===== config.mk =====
export PLATFORM = sky130hd
export DESIGN_NAME = mul_seq_shiftadd
export DESIGN_NICKNAME = d
export VERILOG_FILES = /design/src/rtl/mul_seq_pkg.sv /design/src/rtl/mul_step_adder.sv /design/src/rtl/mul_iter_ctrl.sv /design/src/rtl/mul_prod_reg.sv /design/src/rtl/mul_seq_shiftadd.sv
export SDC_FILE = /design/constraint.sdc
export NUM_CORES = 1
export LEC_CHECK = 0
export BUFFER_PORTS_ARGS = -buffer_cell sky130_fd_sc_hd__buf_2
export CAP_MARGIN = 20
export CORE_UTILIZATION = 35
export CTS_BUF_LIST = sky130_fd_sc_hd__clkbuf_8
export DETAILED_ROUTE_END_ITERATION = 10
export PLACE_DENSITY = 0.55
export REMOVE_ABC_BUFFERS = 1
export SYNTH_ARGS = -nofsm -noshare
export SYNTH_HDL_FRONTEND = slang
export SYNTH_SLANG_ARGS = --single-unit
export TNS_END_PERCENT = 10

===== constraint.sdc =====
create_clock -name clk -period 14.8 [get_ports clk]
set_clock_uncertainty 0.1 [all_clocks]
set_input_delay 3.7 -clock clk [delete_from_list [all_inputs] [get_ports clk]]
set_output_delay 3.7 -clock clk [all_outputs]
set_load 0.01 [all_outputs]

===== src/rtl/mul_seq_pkg.sv =====
package mul_seq_pkg;

    typedef enum logic {
        PH_IDLE = 1'b0,
        PH_RUN  = 1'b1
    } phase_e;

endpackage


===== src/rtl/mul_step_adder.sv =====
// One iteration's conditional addition: acc + (en ? addend : 0), with carry-out.
module mul_step_adder #(
    parameter int W      = 32,
    parameter bit RIPPLE = 1'b1
) (
    input  logic [W-1:0] acc_i,
    input  logic [W-1:0] addend_i,
    input  logic         en_i,
    output logic [W:0]   sum_o
);

    logic [W-1:0] gated;

    assign gated = en_i ? addend_i : '0;

    generate
        if (RIPPLE) begin : g_ripple
            logic [W:0] carry;
            assign carry[0] = 1'b0;
            for (genvar i = 0; i < W; i++) begin : g_bit
                assign sum_o[i]    = acc_i[i] ^ gated[i] ^ carry[i];
                assign carry[i+1]  = (acc_i[i] & gated[i]) |
                                     (carry[i] & (acc_i[i] ^ gated[i]));
            end
            assign sum_o[W] = carry[W];
        end else begin : g_behav
            assign sum_o = {1'b0, acc_i} + {1'b0, gated};
        end
    endgenerate

endmodule


===== src/rtl/mul_iter_ctrl.sv =====
// Iteration sequencer: accepts start while idle, runs ITERS steps, pulses done.
module mul_iter_ctrl
    import mul_seq_pkg::*;
#(
    parameter int ITERS = 32
) (
    input  logic clk,
    input  logic rst_n,
    input  logic start_i,
    output logic load_o,
    output logic step_o,
    output logic busy_o,
    output logic done_o
);

    localparam int CW = (ITERS > 1) ? $clog2(ITERS) : 1;
    localparam logic [CW-1:0] LAST = CW'(ITERS - 1);

    typedef struct packed {
        phase_e        phase;
        logic [CW-1:0] cnt;
        logic          done;
    } ctrl_t;

    ctrl_t st_d, st_q;

    always_comb begin
        st_d      = st_q;
        st_d.done = 1'b0;
        load_o    = 1'b0;
        step_o    = 1'b0;
        case (st_q.phase)
            PH_IDLE: begin
                if (start_i) begin
                    load_o     = 1'b1;
                    st_d.phase = PH_RUN;
                    st_d.cnt   = '0;
                end
            end
            PH_RUN: begin
                step_o = 1'b1;
                if (st_q.cnt == LAST) begin
                    st_d.phase = PH_IDLE;
                    st_d.done  = 1'b1;
                    st_d.cnt   = '0;
                end else begin
                    st_d.cnt = st_q.cnt + 1'b1;
                end
            end
            default: st_d.phase = PH_IDLE;
        endcase
    end

    always_ff @(posedge clk or negedge rst_n) begin
        if (!rst_n) begin
            st_q <= '{phase: PH_IDLE, cnt: '0, done: 1'b0};
        end else begin
            st_q <= st_d;
        end
    end

    assign busy_o = (st_q.phase == PH_RUN);
    assign done_o = st_q.done;

endmodule


===== src/rtl/mul_prod_reg.sv =====
// Shared product register: multiplier enters the low half, partial sums the high half.
module mul_prod_reg #(
    parameter int W      = 32,
    parameter bit RIPPLE = 1'b1
) (
    input  logic           clk,
    input  logic           rst_n,
    input  logic           load_i,
    input  logic           step_i,
    input  logic [W-1:0]   mcand_i,
    input  logic [W-1:0]   mplier_i,
    output logic [2*W-1:0] prod_o
);

    typedef struct packed {
        logic [W-1:0] mcand;
        logic [W-1:0] hi;
        logic [W-1:0] lo;
    } dp_t;

    dp_t        dp_d, dp_q;
    logic [W:0] sum;

    mul_step_adder #(.W(W), .RIPPLE(RIPPLE)) u_add (
        .acc_i    (dp_q.hi),
        .addend_i (dp_q.mcand),
        .en_i     (dp_q.lo[0]),
        .sum_o    (sum)
    );

    always_comb begin
        dp_d = dp_q;
        if (load_i) begin
            dp_d.mcand = mcand_i;
            dp_d.hi    = '0;
            dp_d.lo    = mplier_i;
        end else if (step_i) begin
            // {carry, sum, lo} shifted right one place
            dp_d.hi = sum[W:1];
            dp_d.lo = {sum[0], dp_q.lo[W-1:1]};
        end
    end

    always_ff @(posedge clk or negedge rst_n) begin
        if (!rst_n) begin
            dp_q <= '0;
        end else begin
            dp_q <= dp_d;
        end
    end

    assign prod_o = {dp_q.hi, dp_q.lo};

endmodule


===== src/rtl/mul_seq_shiftadd.sv =====
module mul_seq_shiftadd #(
    parameter int W      = 32,
    parameter bit RIPPLE = 1'b1
) (
    input  logic           clk,
    input  logic           rst_n,
    input  logic           start_i,
    input  logic [W-1:0]   mcand_i,
    input  logic [W-1:0]   mplier_i,
    output logic           busy_o,
    output logic           done_o,
    output logic [2*W-1:0] product_o
);

    localparam int ITERS = W;

    logic load, step;

    mul_iter_ctrl #(.ITERS(ITERS)) u_ctrl (
        .clk     (clk),
        .rst_n   (rst_n),
        .start_i (start_i),
        .load_o  (load),
        .step_o  (step),
        .busy_o  (busy_o),
        .done_o  (done_o)
    );

    mul_prod_reg #(.W(W), .RIPPLE(RIPPLE)) u_dp (
        .clk      (clk),
        .rst_n    (rst_n),
        .load_i   (load),
        .step_i   (step),
        .mcand_i  (mcand_i),
        .mplier_i (mplier_i),
        .prod_o   (product_o)
    );

endmodule


==> run_results.csv <==
group,metric,value,unit
die,core,15300,sq um
cells_and_area,design_area,6050,sq um
timing,slew_viol_final,0,
synth,synthCells,507,
synth,yosysTopAreaCellShare,46.4,%
cells_and_area,fillers,1555,
clock_tree,clock_sinks,103,
synth,ys_types,28,
critical_path,end_kind,"flip-flop",
die,ios,133,
clock_tree,cts_made_buffers,9,
clock_tree,worst_skew_pair.late_latency,0.38,ns
grt,grtUsageTotal,15.0,%
power,powerDensity,199,nW/um^2
routing,dr.pass1.iters,4,
critical_path,slowest_delay,0.46,ns
synth,yosysWarnings,0,
clock_tree,cts.clk_slew.worst_paths,0.10,ns
place,io_buffers,132,
flow_run,maxCapViolations,0,
die,die_w,128,um
clock_tree,cts_tree,"yes",
routing,wirelength,11.2,mm
synth,syn_area_per_cell,10.9,sq um
critical_path,cp.arrival,13.51,ns
critical_path,critPathCapture,"u_dp.prod_o[62]",
critical_path,cp_max_fo,33,
place,place_hpwl,7.78,mm
routing,vias_per_cell,4.54,
critical_path,start_kind,"flip-flop",
cells_and_area,nets,664,
power,ir_drop,0.0754,mV
run_status,outcome,"complete, no violations",
timing,fmax,74.6,MHz
synth,yosysSeqAreaShare,46.4,%
critical_path,rr_worst_depth,36,
place,place_inst,763,
critical_path,cp_common_cell,"fa_1",
timing,fin_setup_tns,0,ns
grt,grt_first_pass_wirelength,18.9,mm
synth,synth_area,5550,sq um
cells_and_area,fin_cells,778,
grt,grt_start_max_net_pins,77,
synth,synth_top_cell_by_area,"dfrtp_1",
die,start_util,36.2,%
cells_and_area,drive_gt1_share,32.5,%
min_path,hold_depth,1,
cells_and_area,final_cell_mix,"130 x buf_2, 102 x dfrtp_1, 95 x nand2_1",
timing,setup_viol,0,
clock_tree,htree_levels,3,
critical_path,critPathLaunch,"u_dp.prod_o[0]",
cells_and_area,layout_commonest_cell,"buf_2",
timing,relSlewSlack,33.4,%
timing,fin_crit_sh,90.5,%
cells_and_area,seq_area,2580,sq um
critical_path,rr_endpoint,"u_dp.prod_o[62]",
clock_tree,postCtsHoldBufs,0,
clock_tree,cts-resized-gates,0,
cells_and_area,multiInputGateArea,2180,sq um
critical_path,path_class,"flip-flop to flip-flop",
routing,drt-initial-drc-count,159,
cells_and_area,antennaDiodeCount,0,
clock_tree,postCtsSetupBuffers,0,
grt,antenna_found_initial,0,
synth,ys_seq_elements,103,
timing,fin_crit,13.40,ns
place,place_congestion,0.756,
grt,grt_pass1_vias,3608,
die,die_height,128,um
routing,drc,0,
place,place_area,5860,sq um
timing,tightest_slew,0.996,ns
cells_and_area,area_growth,9.02,%
die,dieArea,16400,sq um
clock_tree,cts_buffer_depth,2,
timing,hold_violations,0,
timing,rsz0062_at_grt,"no",
synth,synth_area_leaders,"dfrtp_1 46%, fa_1 11%, buf_4 8.8%, nand2_1 6.4%, mux2_2 6.1%",
min_path,holdCritPathClass,"flip-flop to flip-flop",
critical_path,reg2reg_from,"u_dp.prod_o[0]",
routing,wl_per_cell,14.4,um
critical_path,crit_required,14.92,ns
routing,antenna_left,0,
power,p_leak,2.85,nW
grt,grt.overflow.total,0,
critical_path,worst_path_max_delay_cell,"fa_1",
routing,vias,3534,
critical_path,rrSetupSlack,1.40,ns
clock_tree,ctsRootBufferMaster,"clkbuf_8",
die,rows,45,
[synthesized netlist by cell type]
| master | n |
|---|---|
| dfrtp_1 | 103 |
| nand2_1 | 95 |
| buf_4 | 65 |
| inv_1 | 36 |
| o21ai_0 | 36 |
| mux2i_1 | 32 |
| fa_1 | 31 |
| mux2_2 | 30 |
| o22ai_1 | 29 |
| buf_2 | 14 |
| buf_6 | 7 |
| clkbuf_1 | 5 |
| and2_1 | 3 |
| ha_1 | 3 |
| mux2_1 | 2 |
| nand3_1 | 2 |
| nor2_1 | 2 |
| o31ai_1 | 2 |
| a21o_1 | 1 |
| a221o_1 | 1 |
| a22o_1 | 1 |
| and3_1 | 1 |
| inv_2 | 1 |
| nand2b_1 | 1 |
| nor2_4 | 1 |
| nor3_1 | 1 |
| nor3b_1 | 1 |
| o32ai_1 | 1 |
[critical path, delay by kind of cell (launching register included)]
family,cells,cell delay (ns)
flip-flops,1,0.36
AO/OA/AOI/OAI,1,0.08
AND/OR/NAND/NOR,1,0.13
buffers and inverters,3,0.48
adder cells (fa/ha/maj),31,12.07
[per-layer routing]
metal	vias up	wire length, um	part of all wire (%)	track usage, %
li1	1702	-	-	-
met3	7	782	7.0	5.38
met4	0	95	0.85	3.53
met1	1725	5040	45	19.5
met2	100	5290	47	23.9
met5	-	0	0	0
[worst min path at each step]
stage	endpoint	start	slack, ns
finish	u_dp.dp_q[68]	u_dp.dp_q[68]	0.40
global route	u_dp.dp_q[68]	u_dp.dp_q[68]	0.43
detailed placement	u_dp.dp_q[68]	u_dp.dp_q[68]	0.38
CTS	u_dp.dp_q[92]	u_dp.dp_q[92]	0.40
floorplan	u_dp.dp_q[68]	u_dp.dp_q[68]	0.36
global placement	u_dp.dp_q[68]	u_dp.dp_q[68]	0.37
[final cells by class]
cell class,count,share of cell area (%)
clock buffer,10,2.27
clock inverter,5,0.951
timing repair buffer,136,11.5
tap,211,4.36
multi-input combinational,276,36.0
sequential,103,42.6
inverter,37,2.29
[kinds of logic (layout without fill, tap and decap cells)]
kind of cell | after synthesis | in the layout | synth area share [%]
flops | 103 | 103 | 46.4
fa+ha+maj | 34 | 34 | 11.9
buf+inv | 128 | 188 | 14.3
mux | 64 | 64 | 12.3
simple gates | 107 | 107 | 7.73
compound gates | 71 | 71 | 7.41
[power breakdown]
group | leakage (nW) | internal (mW) | switching, mW
combinational | 1.49 | 0.241 | 0.276
clock | 0.103 | 0.0823 | 0.0984
sequential | 1.25 | 0.415 | 0.0913
total | 2.85 | 0.738 | 0.466
[stage by stage]
step	worst slack, ns	power, mW	utilization, %	hold slack (ns)
global route	0.888	1.33	39.5	0.434
finish	1.40	1.20	39.5	0.398
CTS	1.36	1.23	39.5	0.403
floorplan	1.59	0.835	-	0.358
global placement	1.57	1.02	38.2	0.372
detailed placement	1.42	1.04	38.2	0.379
[registers in the layout, summed over array words and instances (netlist names)]
name	flops
u_dp.prod_o	64
u_dp.dp_q	32
u_ctrl.st_q	5
u_ctrl.busy_o	1
u_ctrl.done_o	1
(Power assumes the default switching activity.)
